--- config.mk ---
export PLATFORM = sky130hd
export DESIGN_NAME = cmt_channel
export DESIGN_NICKNAME = d
export VERILOG_FILES = /design/src/rtl/cmt_pkg.sv /design/src/rtl/cmt_tick_src.sv /design/src/rtl/cmt_core.sv /design/src/rtl/cmt_wave.sv /design/src/rtl/cmt_channel.sv
export SDC_FILE = /design/constraint.sdc
export NUM_CORES = 1
export LEC_CHECK = 0
export CAP_MARGIN = 40
export CORE_ASPECT_RATIO = 1.4
export CORE_MARGIN = 4
export CORE_UTILIZATION = 55
export CTS_CLUSTER_SIZE = 8
export DETAILED_ROUTE_END_ITERATION = 7
export HOLD_SLACK_MARGIN = 0.02
export PLACE_DENSITY_LB_ADDON = 0.12
export SLEW_MARGIN = 20
export SYNTH_ARGS = -nofsm -noshare
export SYNTH_HDL_FRONTEND = slang
export SYNTH_SLANG_ARGS = --single-unit
--- constraint.sdc ---
create_clock -name clk_i -period 2.3 [get_ports clk_i]
set_input_delay 0.345 -clock clk_i [delete_from_list [all_inputs] [get_ports clk_i]]
set_output_delay 0.345 -clock clk_i [all_outputs]
set_load 0.02 [all_outputs]
--- src/rtl/cmt_pkg.sv ---
package cmt_pkg;
  localparam int unsigned ADDR_W = 3;
  localparam int unsigned SRC_W  = 3;

  localparam logic [ADDR_W-1:0] A_CMD  = 3'd0;
  localparam logic [ADDR_W-1:0] A_MODE = 3'd1;
  localparam logic [ADDR_W-1:0] A_CNT  = 3'd2;
  localparam logic [ADDR_W-1:0] A_CMPA = 3'd3;
  localparam logic [ADDR_W-1:0] A_CMPC = 3'd4;
  localparam logic [ADDR_W-1:0] A_STAT = 3'd5;
  localparam logic [ADDR_W-1:0] A_IEN  = 3'd6;
  localparam logic [ADDR_W-1:0] A_IDIS = 3'd7;

  typedef enum logic [1:0] {
    ACT_NONE = 2'd0,
    ACT_SET  = 2'd1,
    ACT_CLR  = 2'd2,
    ACT_TGL  = 2'd3
  } wave_act_e;

  typedef struct packed {
    wave_act_e        act_c;
    wave_act_e        act_a;
    logic             stop_c;
    logic             auto_rst;
    logic [SRC_W-1:0] src;
  } mode_t;

  localparam int unsigned MODE_W = $bits(mode_t);
endpackage

--- src/rtl/cmt_tick_src.sv ---
module cmt_tick_src
  import cmt_pkg::*;
#(
  parameter int unsigned PRE_STAGES  = 4,
  parameter int unsigned PRE_STEP    = 2,
  parameter int unsigned SYNC_STAGES = 2
) (
  input  logic             clk_i,
  input  logic             rst_ni,
  input  logic [SRC_W-1:0] sel_i,
  input  logic             slow_tick_i,
  input  logic             ext_i,
  output logic             tick_o
);
  localparam int unsigned PRE_W = 1 + (PRE_STAGES - 1) * PRE_STEP;

  logic [PRE_W-1:0]       pre_q;
  logic [PRE_STAGES-1:0]  div_tick;
  logic [SYNC_STAGES:0]   ext_sh_q;
  logic                   ext_tick;

  always_ff @(posedge clk_i or negedge rst_ni) begin
    if (!rst_ni) pre_q <= '0;
    else         pre_q <= pre_q + 1'b1;
  end

  // rate i ticks once every 2^(1+i*PRE_STEP) cycles
  for (genvar i = 0; i < PRE_STAGES; i++) begin : g_div
    localparam int unsigned W = 1 + i * PRE_STEP;
    assign div_tick[i] = &pre_q[W-1:0];
  end

  always_ff @(posedge clk_i or negedge rst_ni) begin
    if (!rst_ni) ext_sh_q <= '0;
    else         ext_sh_q <= {ext_sh_q[SYNC_STAGES-1:0], ext_i};
  end
  assign ext_tick = ext_sh_q[SYNC_STAGES-1] & ~ext_sh_q[SYNC_STAGES];

  always_comb begin
    tick_o = 1'b0;
    for (int i = 0; i < int'(PRE_STAGES); i++)
      if (sel_i == SRC_W'(i)) tick_o = div_tick[i];
    if (sel_i == SRC_W'(PRE_STAGES))     tick_o = slow_tick_i;
    if (sel_i == SRC_W'(PRE_STAGES + 1)) tick_o = ext_tick;
  end
endmodule

--- src/rtl/cmt_core.sv ---
module cmt_core #(
  parameter int unsigned CNT_W = 16
) (
  input  logic             clk_i,
  input  logic             rst_ni,
  input  logic             src_tick_i,
  input  logic             en_cmd_i,
  input  logic             dis_cmd_i,
  input  logic             trg_cmd_i,
  input  logic             sync_i,
  input  logic             auto_rst_i,
  input  logic             stop_c_i,
  input  logic [CNT_W-1:0] cmp_a_i,
  input  logic [CNT_W-1:0] cmp_c_i,
  output logic [CNT_W-1:0] count_o,
  output logic             run_o,
  output logic             tick_o,
  output logic             match_a_o,
  output logic             match_c_o
);
  logic [CNT_W-1:0] count_q;
  logic             run_q;
  logic             clear;

  assign clear     = trg_cmd_i | sync_i;
  assign tick_o    = src_tick_i & run_q;
  assign match_c_o = tick_o & ~clear & (count_q == cmp_c_i);
  assign match_a_o = tick_o & ~clear & (count_q == cmp_a_i);

  always_ff @(posedge clk_i or negedge rst_ni) begin
    if (!rst_ni)                      count_q <= '0;
    else if (clear)                   count_q <= '0;
    else if (match_c_o && auto_rst_i) count_q <= '0;
    else if (tick_o)                  count_q <= count_q + 1'b1;
  end

  always_ff @(posedge clk_i or negedge rst_ni) begin
    if (!rst_ni)                    run_q <= 1'b0;
    else if (dis_cmd_i)             run_q <= 1'b0;
    else if (en_cmd_i)              run_q <= 1'b1;
    else if (match_c_o && stop_c_i) run_q <= 1'b0;
  end

  assign count_o = count_q;
  assign run_o   = run_q;
endmodule

--- src/rtl/cmt_wave.sv ---
module cmt_wave
  import cmt_pkg::*;
(
  input  logic      clk_i,
  input  logic      rst_ni,
  input  logic      match_a_i,
  input  logic      match_c_i,
  input  wave_act_e act_a_i,
  input  wave_act_e act_c_i,
  output logic      wave_o
);
  logic wave_q;

  function automatic logic apply(input wave_act_e act, input logic cur);
    case (act)
      ACT_SET: apply = 1'b1;
      ACT_CLR: apply = 1'b0;
      ACT_TGL: apply = ~cur;
      default: apply = cur;
    endcase
  endfunction

  always_ff @(posedge clk_i or negedge rst_ni) begin
    if (!rst_ni)        wave_q <= 1'b0;
    else if (match_c_i) wave_q <= apply(act_c_i, wave_q);
    else if (match_a_i) wave_q <= apply(act_a_i, wave_q);
  end

  assign wave_o = wave_q;
endmodule

--- src/rtl/cmt_channel.sv ---
module cmt_channel
  import cmt_pkg::*;
#(
  parameter int unsigned CNT_W       = 16,
  parameter int unsigned PRE_STAGES  = 4,
  parameter int unsigned PRE_STEP    = 2,
  parameter int unsigned SYNC_STAGES = 2
) (
  input  logic              clk_i,
  input  logic              rst_ni,
  input  logic              wr_en_i,
  input  logic              rd_en_i,
  input  logic [ADDR_W-1:0] addr_i,
  input  logic [CNT_W-1:0]  wdata_i,
  output logic [CNT_W-1:0]  rdata_o,
  input  logic              slow_tick_i,
  input  logic              ext_clk_i,
  input  logic              sync_i,
  output logic              wave_o,
  output logic              irq_o
);
  mode_t            mode_q;
  logic [CNT_W-1:0] cmp_a_q, cmp_c_q;
  logic             cpcs_q, mask_q;

  logic             cmd_wr, en_cmd, dis_cmd, trg_cmd, stat_rd;
  logic             src_tick, tick, run, match_a, match_c;
  logic [CNT_W-1:0] count;
  logic             auto_rst, stop_c;
  wave_act_e        act_c;

  assign cmd_wr   = wr_en_i & (addr_i == A_CMD);
  assign en_cmd   = cmd_wr & wdata_i[0];
  assign dis_cmd  = cmd_wr & wdata_i[1];
  assign trg_cmd  = cmd_wr & wdata_i[2];
  assign stat_rd  = rd_en_i & (addr_i == A_STAT);
  assign auto_rst = mode_q.auto_rst;
  assign stop_c   = mode_q.stop_c;
  assign act_c    = mode_q.act_c;

  always_ff @(posedge clk_i or negedge rst_ni) begin
    if (!rst_ni) begin
      mode_q  <= '0;
      cmp_a_q <= '0;
      cmp_c_q <= '0;
    end else if (wr_en_i) begin
      case (addr_i)
        A_MODE:  mode_q  <= mode_t'(wdata_i[MODE_W-1:0]);
        A_CMPA:  cmp_a_q <= wdata_i;
        A_CMPC:  cmp_c_q <= wdata_i;
        default: ;
      endcase
    end
  end

  // set beats the read clear
  always_ff @(posedge clk_i or negedge rst_ni) begin
    if (!rst_ni)      cpcs_q <= 1'b0;
    else if (match_c) cpcs_q <= 1'b1;
    else if (stat_rd) cpcs_q <= 1'b0;
  end

  always_ff @(posedge clk_i or negedge rst_ni) begin
    if (!rst_ni) mask_q <= 1'b0;
    else if (wr_en_i && addr_i == A_IEN  && wdata_i[0]) mask_q <= 1'b1;
    else if (wr_en_i && addr_i == A_IDIS && wdata_i[0]) mask_q <= 1'b0;
  end

  assign irq_o = cpcs_q & mask_q;

  always_comb begin
    case (addr_i)
      A_MODE:  rdata_o = CNT_W'(mode_q);
      A_CNT:   rdata_o = count;
      A_CMPA:  rdata_o = cmp_a_q;
      A_CMPC:  rdata_o = cmp_c_q;
      A_STAT:  rdata_o = CNT_W'(cpcs_q);
      default: rdata_o = '0;
    endcase
  end

  cmt_tick_src #(
    .PRE_STAGES (PRE_STAGES),
    .PRE_STEP   (PRE_STEP),
    .SYNC_STAGES(SYNC_STAGES)
  ) u_src (
    .clk_i      (clk_i),
    .rst_ni     (rst_ni),
    .sel_i      (mode_q.src),
    .slow_tick_i(slow_tick_i),
    .ext_i      (ext_clk_i),
    .tick_o     (src_tick)
  );

  cmt_core #(.CNT_W(CNT_W)) u_core (
    .clk_i     (clk_i),
    .rst_ni    (rst_ni),
    .src_tick_i(src_tick),
    .en_cmd_i  (en_cmd),
    .dis_cmd_i (dis_cmd),
    .trg_cmd_i (trg_cmd),
    .sync_i    (sync_i),
    .auto_rst_i(auto_rst),
    .stop_c_i  (stop_c),
    .cmp_a_i   (cmp_a_q),
    .cmp_c_i   (cmp_c_q),
    .count_o   (count),
    .run_o     (run),
    .tick_o    (tick),
    .match_a_o (match_a),
    .match_c_o (match_c)
  );

  cmt_wave u_wave (
    .clk_i    (clk_i),
    .rst_ni   (rst_ni),
    .match_a_i(match_a),
    .match_c_i(match_c),
    .act_a_i  (mode_q.act_a),
    .act_c_i  (act_c),
    .wave_o   (wave_o)
  );
endmodule

# After elaboration in Yosys (flattened, before gate mapping)
# Cells that the tools add are included.
# classes
n_addsub	2
bitwise	15
mux	21
n_eq_ne	21
n_reduce_logical	21
multipliers	0
shifts	0
n_div	0
magnitude_cmp	0
# ops
op	n
$pmux 16 s5	1
$mux 16	3
$eq 16x16->1	2
$eq 3x3->1 const B	6
$add 16x1->16 const B	1
$mux 1	15
$eq 3x2->1 const B	4
$and 1x1->1	11
$eq 2x2->1 const B	4
$add 7x1->7 const B	1
$reduce_and 7->1	1
$eq 3x1->1 const B	2
$logic_and 1x1->1	6
$logic_not 3->1	2
$pmux 1 s3	2
$reduce_and 2->1	3
$reduce_and 3->1	2
$reduce_bool 2->1	3
$reduce_bool 3->1	2
$reduce_and 5->1	1
$eq 2x1->1 const B	2
$ne 4x1->1 const B	1
$reduce_bool 4->1	1
$not 1->1	3
$or 1x1->1	1
# word_totals
mem_bits_ro	0
word_cells	94
ramBits	0
inputBits	26
n_memories	0
register_bits	71
out_inout_bits	18
latch_bits	0

# Depth between registers and ports, before layout
# depth
word_depth	14
depth_mapped	10
ltp_nobuf	9

# By module
# From an unflattened synthesis, not the netlist that was laid out.
# hier_totals
hier_cells	372
area_unflattened_um2	4041.4
# modules_own_cells
mod	area_each_um2	seq_area_each_um2	n_inst	cells_per_inst
cmt_channel	2120.8	1076.0	1	163
cmt_core	1400.1	425.4	1	163
cmt_tick_src	412.9	250.2	1	34
cmt_wave	107.6	25.0	1	12

# Worst setup path before layout
# No wires, ideal clock.
# synth_path
path_kind	flip-flop to flip-flop
start	register u_src.pre_q[0]
end	register u_core.count_q[10] (netlist: u_core.count_o[10])
setup_time_ps	119
t_required_ps	2181
t_arrival_ps	2031
synth_period_minus_slack_ps	2150
path_stages_with_launch	11
path_slack_ps	150
cell_sequence	dfrtp_1 -> ha_1 -> and3_1 -> ha_1 -> nand2b_1 -> a21oi_1 -> nor3_4 -> buf_4 -> and3_1 -> xnor2_1 -> nor2_1
# synth_between
elab_chain_cells	12
word_cells_on_any_way	16
cone_classes	mux: 8; bitwise: 3; reduce/logical: 5
# synth_rtl
item	line_no	rtl
from (decl)	cmt_tick_src.sv:17	logic [PRE_W-1:0] pre_q;
from (signal assigned)	cmt_tick_src.sv:24	else pre_q <= pre_q + 1'b1;
$reduce_and 3->1 / $mux 1 (equally long branches)	cmt_tick_src.sv:30, cmt_tick_src.sv:42	
$mux 1 (2 in a row)	cmt_tick_src.sv:42	if (sel_i == SRC_W'(i)) tick_o = div_tick[i];
$mux 1 *	cmt_tick_src.sv:42	
$mux 1 *	cmt_tick_src.sv:43	if (sel_i == SRC_W'(PRE_STAGES)) tick_o = slow_tick_i;
$mux 1 *	cmt_tick_src.sv:44	if (sel_i == SRC_W'(PRE_STAGES + 1)) tick_o = ext_tick;
$and 1x1->1 *	cmt_core.sv:26	assign tick_o = src_tick_i & run_q;
$and 1x1->1 (2 in a row)	cmt_core.sv:27	assign match_c_o = tick_o & ~clear & (count_q == cmp_c_i);
$logic_and 1x1->1	cmt_core.sv:33	else if (match_c_o && auto_rst_i) count_q <= '0;
$mux 16	cmt_core.sv:33	
$mux 16	cmt_core.sv:32	else if (clear) count_q <= '0;
to (signal assigned)	cmt_core.sv:34	else if (tick_o) count_q <= count_q + 1'b1;
to (decl)	cmt_core.sv:21	logic [CNT_W-1:0] count_q;
# Mark *: on every way between the ends. The rest lies on a longest branch, timed or not.
# A chain may end at the register's enable or synchronous reset.

# Final worst setup path
# layout_path
start	input addr_i[2]
end	output rdata_o[12]
# layout_between
elab_chain_cells	2
word_cells_on_any_way	6
cone_classes	eq/ne: 5; mux: 1
# layout_rtl
item	line_no	rtl
from (decl)	cmt_channel.sv:13	input logic [ADDR_W-1:0] addr_i,
$eq 3x3->1, or another cell as far along	cmt_channel.sv:72	case (addr_i)
$pmux 16 s5 *	cmt_channel.sv:72	
to (decl)	cmt_channel.sv:15	output logic [CNT_W-1:0] rdata_o,
# Marked as above.

==> flow_results.xml <==
<?xml version="1.0" encoding="UTF-8"?>
<metrics>
  <group name="finish">
    <metric name="multi_input_area" unit="sq um">2010</metric>
    <metric name="layout.cells.most_common_list" unit="">dfrtp_1, mux2_2, xnor2_1</metric>
    <metric name="final.fill_count" unit="">562</metric>
    <metric name="seq_cell_area" unit="sq um">1780</metric>
    <metric name="area_growth" unit="%">24.7</metric>
    <metric name="finish.utilization" unit="">0.704</metric>
    <metric name="drive_gt1_frac" unit="">0.267</metric>
    <metric name="layout_commonest_cell" unit="">dfrtp_1</metric>
    <metric name="finalNetCount" unit="">443</metric>
    <metric name="antenna_cells" unit="">0</metric>
  </group>
  <group name="critical_path">
    <metric name="path_class" unit="">in -&gt; out</metric>
    <metric name="worst_setup_path_end_kind" unit="">primary output</metric>
    <metric name="critical_path_arrival" unit="ns">1.88</metric>
    <metric name="crit_path_top_delay_cell" unit="">clkdlybuf4s50_1</metric>
    <metric name="rr_worst_depth" unit="">11</metric>
    <metric name="rr_startpoint" unit="">u_src.pre_q[0]</metric>
    <metric name="worst_path_largest_cell_delay" unit="ns">0.50</metric>
    <metric name="critPathMaxFanout" unit="">7</metric>
    <metric name="critical_path_launch_point" unit="">addr_i[2]</metric>
    <metric name="critical_path.cell_chain" unit="">clkdlybuf4s50_1 -&gt; nor2b_1 -&gt; buf_4 -&gt; a22oi_1 -&gt; o21ai_0 -&gt; clkdlybuf4s15_1</metric>
    <metric name="reg2reg_slack" unit="ns">0.15</metric>
    <metric name="critPathLaunchType" unit="">primary input</metric>
    <metric name="cp-endpoint" unit="">rdata_o[12]</metric>
    <metric name="r2r-end" unit="">u_core.count_o[5]</metric>
    <metric name="worst_ep_required_time" unit="ns">1.96</metric>
  </group>
  <group name="logic_synthesis">
    <metric name="async_s_r_ff_share_synth" unit="">1.00</metric>
    <metric name="synth-main-ff-cell" unit="">dfrtp_1</metric>
    <metric name="synth-edff-count" unit="">0</metric>
    <metric name="yosys_warnings" unit="">0</metric>
    <metric name="synthesis.area" unit="sq um">3920</metric>
    <metric name="ys_seq_area_frac" unit="">0.453</metric>
    <metric name="syn_avg_cell_area" unit="sq um">11.2</metric>
    <metric name="yosys_register_bits" unit="">71</metric>
    <metric name="synthCells" unit="">349</metric>
    <metric name="post_synth_num_cell_types" unit="">51</metric>
    <metric name="synth.net_count" unit="">381</metric>
  </group>
  <group name="route">
    <metric name="drcViolationCount" unit="">0</metric>
    <metric name="initialDrtViolationCount" unit="">178</metric>
    <metric name="routed_wirelength" unit="um">9560</metric>
    <metric name="vias" unit="">2920</metric>
    <metric name="vias_per_cell" unit="">5.71</metric>
    <metric name="final_antenna_violating_net_count" unit="">0</metric>
    <metric name="first_pass_iters" unit="">4</metric>
    <metric name="detail_route.wl_per_cell" unit="um">18.7</metric>
  </group>
  <group name="placed_design">
    <metric name="hpwl" unit="um">7140</metric>
    <metric name="placement.io_buffers" unit="">43</metric>
    <metric name="weighted_congestion_at_the_end_of_routability_driven_global_placement" unit="">0.851</metric>
  </group>
  <group name="sta">
    <metric name="clock_skew" unit="ns">0.00965</metric>
    <metric name="final_min_period_over_clock_period" unit="">0.968</metric>
    <metric name="finalMaxSlewViolations" unit="">0</metric>
    <metric name="setup_tns" unit="ns">0</metric>
    <metric name="worstMarginPinSlew" unit="ns">0.486</metric>
    <metric name="final_report_setup_violation_count" unit="">0</metric>
    <metric name="hold_viol_final" unit="">0</metric>
    <metric name="slew_headroom" unit="">0.673</metric>
    <metric name="timing.fmax" unit="GHz">0.449</metric>
    <metric name="setup_repair_after_global_routing_missed_its_margin" unit="">false</metric>
    <metric name="period_needed" unit="ns">2.23</metric>
  </group>
  <group name="global_routing">
    <metric name="antenna_found_initial" unit="">0</metric>
    <metric name="grt-ovfl-total" unit="">0</metric>
    <metric name="vias_in_the_first_global_route" unit="">3189</metric>
    <metric name="grt_pass1_wl" unit="um">15900</metric>
    <metric name="grt_use_total" unit="">0.244</metric>
    <metric name="maximum_number_of_pins_on_one_net_before_global_route_repair" unit="">60</metric>
  </group>
  <group name="power">
    <metric name="leakagePower" unit="nW">2.07</metric>
    <metric name="worst_ir_drop_vdd" unit="uV">568</metric>
    <metric name="cellPowerDensity" unit="nW/um^2">754</metric>
  </group>
  <group name="clock_network">
    <metric name="clock_tree_from_tritoncts" unit="">done</metric>
    <metric name="cts-buffers-inserted" unit="">9</metric>
    <metric name="clk_latency" unit="ns">0.35</metric>
    <metric name="numClockSinks" unit="">71</metric>
    <metric name="clkTransAtPathRegs" unit="ns">0.07</metric>
    <metric name="clock-root-buffer" unit="">clkbuf_8</metric>
    <metric name="ctsHtreeMaxLevel" unit="">3</metric>
    <metric name="cts_buffer_depth" unit="">2</metric>
  </group>
  <group name="run_status">
    <metric name="status" unit="">finished clean</metric>
  </group>
  <group name="die">
    <metric name="die_width" unit="um">79.3</metric>
    <metric name="floorplan.initialDensity" unit="">0.565</metric>
    <metric name="die_h" unit="um">108</metric>
    <metric name="core_box_area" unit="sq um">6940</metric>
    <metric name="standard_cell_rows" unit="">36</metric>
    <metric name="io_pins" unit="">44</metric>
    <metric name="die_area" unit="sq um">8560</metric>
  </group>
  <group name="job">
    <metric name="max_cap_viol_count" unit="">0</metric>
  </group>
  <group name="worst_hold_path">
    <metric name="holdCritPathClass" unit="">reg -&gt; reg</metric>
    <metric name="launch_instance_of_the_worst_min_delay_path" unit="">u_src.ext_sh_q[0]</metric>
  </group>
</metrics>
worst min path at each step:
stage | end | depth (start not counted)
after floorplan | act_c[0] | 0
after global placement | cmp_a_q[10] | 1
after detailed placement | cmp_a_q[10] | 1
after CTS | u_src.ext_sh_q[1] | 0
after global routing | u_src.ext_sh_q[1] | 0
final | u_src.ext_sh_q[1] | 0
power by group:
group          total [mW]  internal, mW  switching (mW)  leakage [nW]
Sequential           1.63          1.42           0.207         0.886
Combinational       0.801         0.426           0.375          1.05
Clock                1.26         0.780           0.476         0.130
registers in the layout, summed over array words and instances, names as in the netlist:
| register | count |
|---|---|
| act_c | 2 |
| auto_rst | 1 |
| cmp_a_q | 16 |
| cmp_c_q | 16 |
| cpcs_q | 1 |
| mask_q | 1 |
| mode_q | 5 |
| stop_c | 1 |
| u_core.count_o | 16 |
| u_core.run_o | 1 |
| u_src.ext_sh_q | 3 |
| u_src.pre_q | 7 |
| u_wave.wave_o | 1 |
critical path: cells and delay by family:
| family | cells | cell delay [ns] |
|---|---|---|
| compound gates | 2 | 0.30 |
| buf+inv | 3 | 1.03 |
| simple gates | 1 | 0.20 |
logic make-up (layout without fill, tap and decap cells):
logic type      count (synthesis)  count (layout)  synth area share
compound gates                 52              52            0.0926
fa+ha+maj                       6               6            0.0192
xor+xnor                       49              49             0.115
buf+inv                        30              97            0.0390
simple gates                   90              90             0.136
mux                            51              51             0.144
flops                          71              71             0.453
layout make-up:
class,count,area share
clock buffers,11,0.0310
clock inverters,5,0.0213
inverters,3,0.00230
multi-input cells,248,0.411
flip-flops and latches,71,0.364
well taps,95,0.0243
repair buffers,78,0.147
Yosys cell counts (all sizes together) (2+ instances only):
master  number  area share
ha           6       0.019
nand2b       3      0.0048
mux2i       10       0.026
and3         4      0.0064
clkbuf       9      0.0089
inv          3      0.0029
nor3         3      0.0067
nor2        19       0.019
dfrtp       71        0.45
buf         18       0.027
a21oi        8       0.010
xnor2       34       0.082
nor2b        3      0.0048
and4         3      0.0067
nand4       11       0.019
xor2        15       0.034
nand3       12       0.015
o21ai       12       0.015
a22oi       16       0.031
nor4         2       0.011
mux2        41        0.12
o22ai        8       0.013
nand2       18       0.018
and2         4      0.0064
through the flow:
stage | power [mW] | setup slack [ns] | area, sq um | hold slack (ns) | instances
2_1_floorplan | 2.13 | 0.150 | 3920 | 0.0494 | 349
6_report | 3.69 | 0.0730 | 4890 | 0.354 | 511
5_1_grt | 3.85 | 0.00530 | 4890 | 0.374 | 511
3_5_place_dp | 2.47 | -0.244 | 4630 | 0.258 | 493
3_3_place_gp | 2.45 | -0.228 | 4630 | 0.253 | 493
4_1_cts | 3.70 | 0.0248 | 4870 | 0.359 | 510
timing repair:
item | CTS | global route
gates cloned | 0 | 0
hold buffers | 1 | 0
buffers inserted | 0 | 1
gates resized for setup | 17 | 9
endpoints found under the hold margin | 12 | 0
endpoints found under the setup margin | 16 | 15
layer usage:
metal | GRT usage | wire (um)
met1 | 0.304 | 3900
met2 | 0.415 | 5100
met3 | 0.0461 | 310
met4 | 0.0946 | 246
met5 | 0 | 0
No activity file was read; power rests on OpenSTA's default activity.
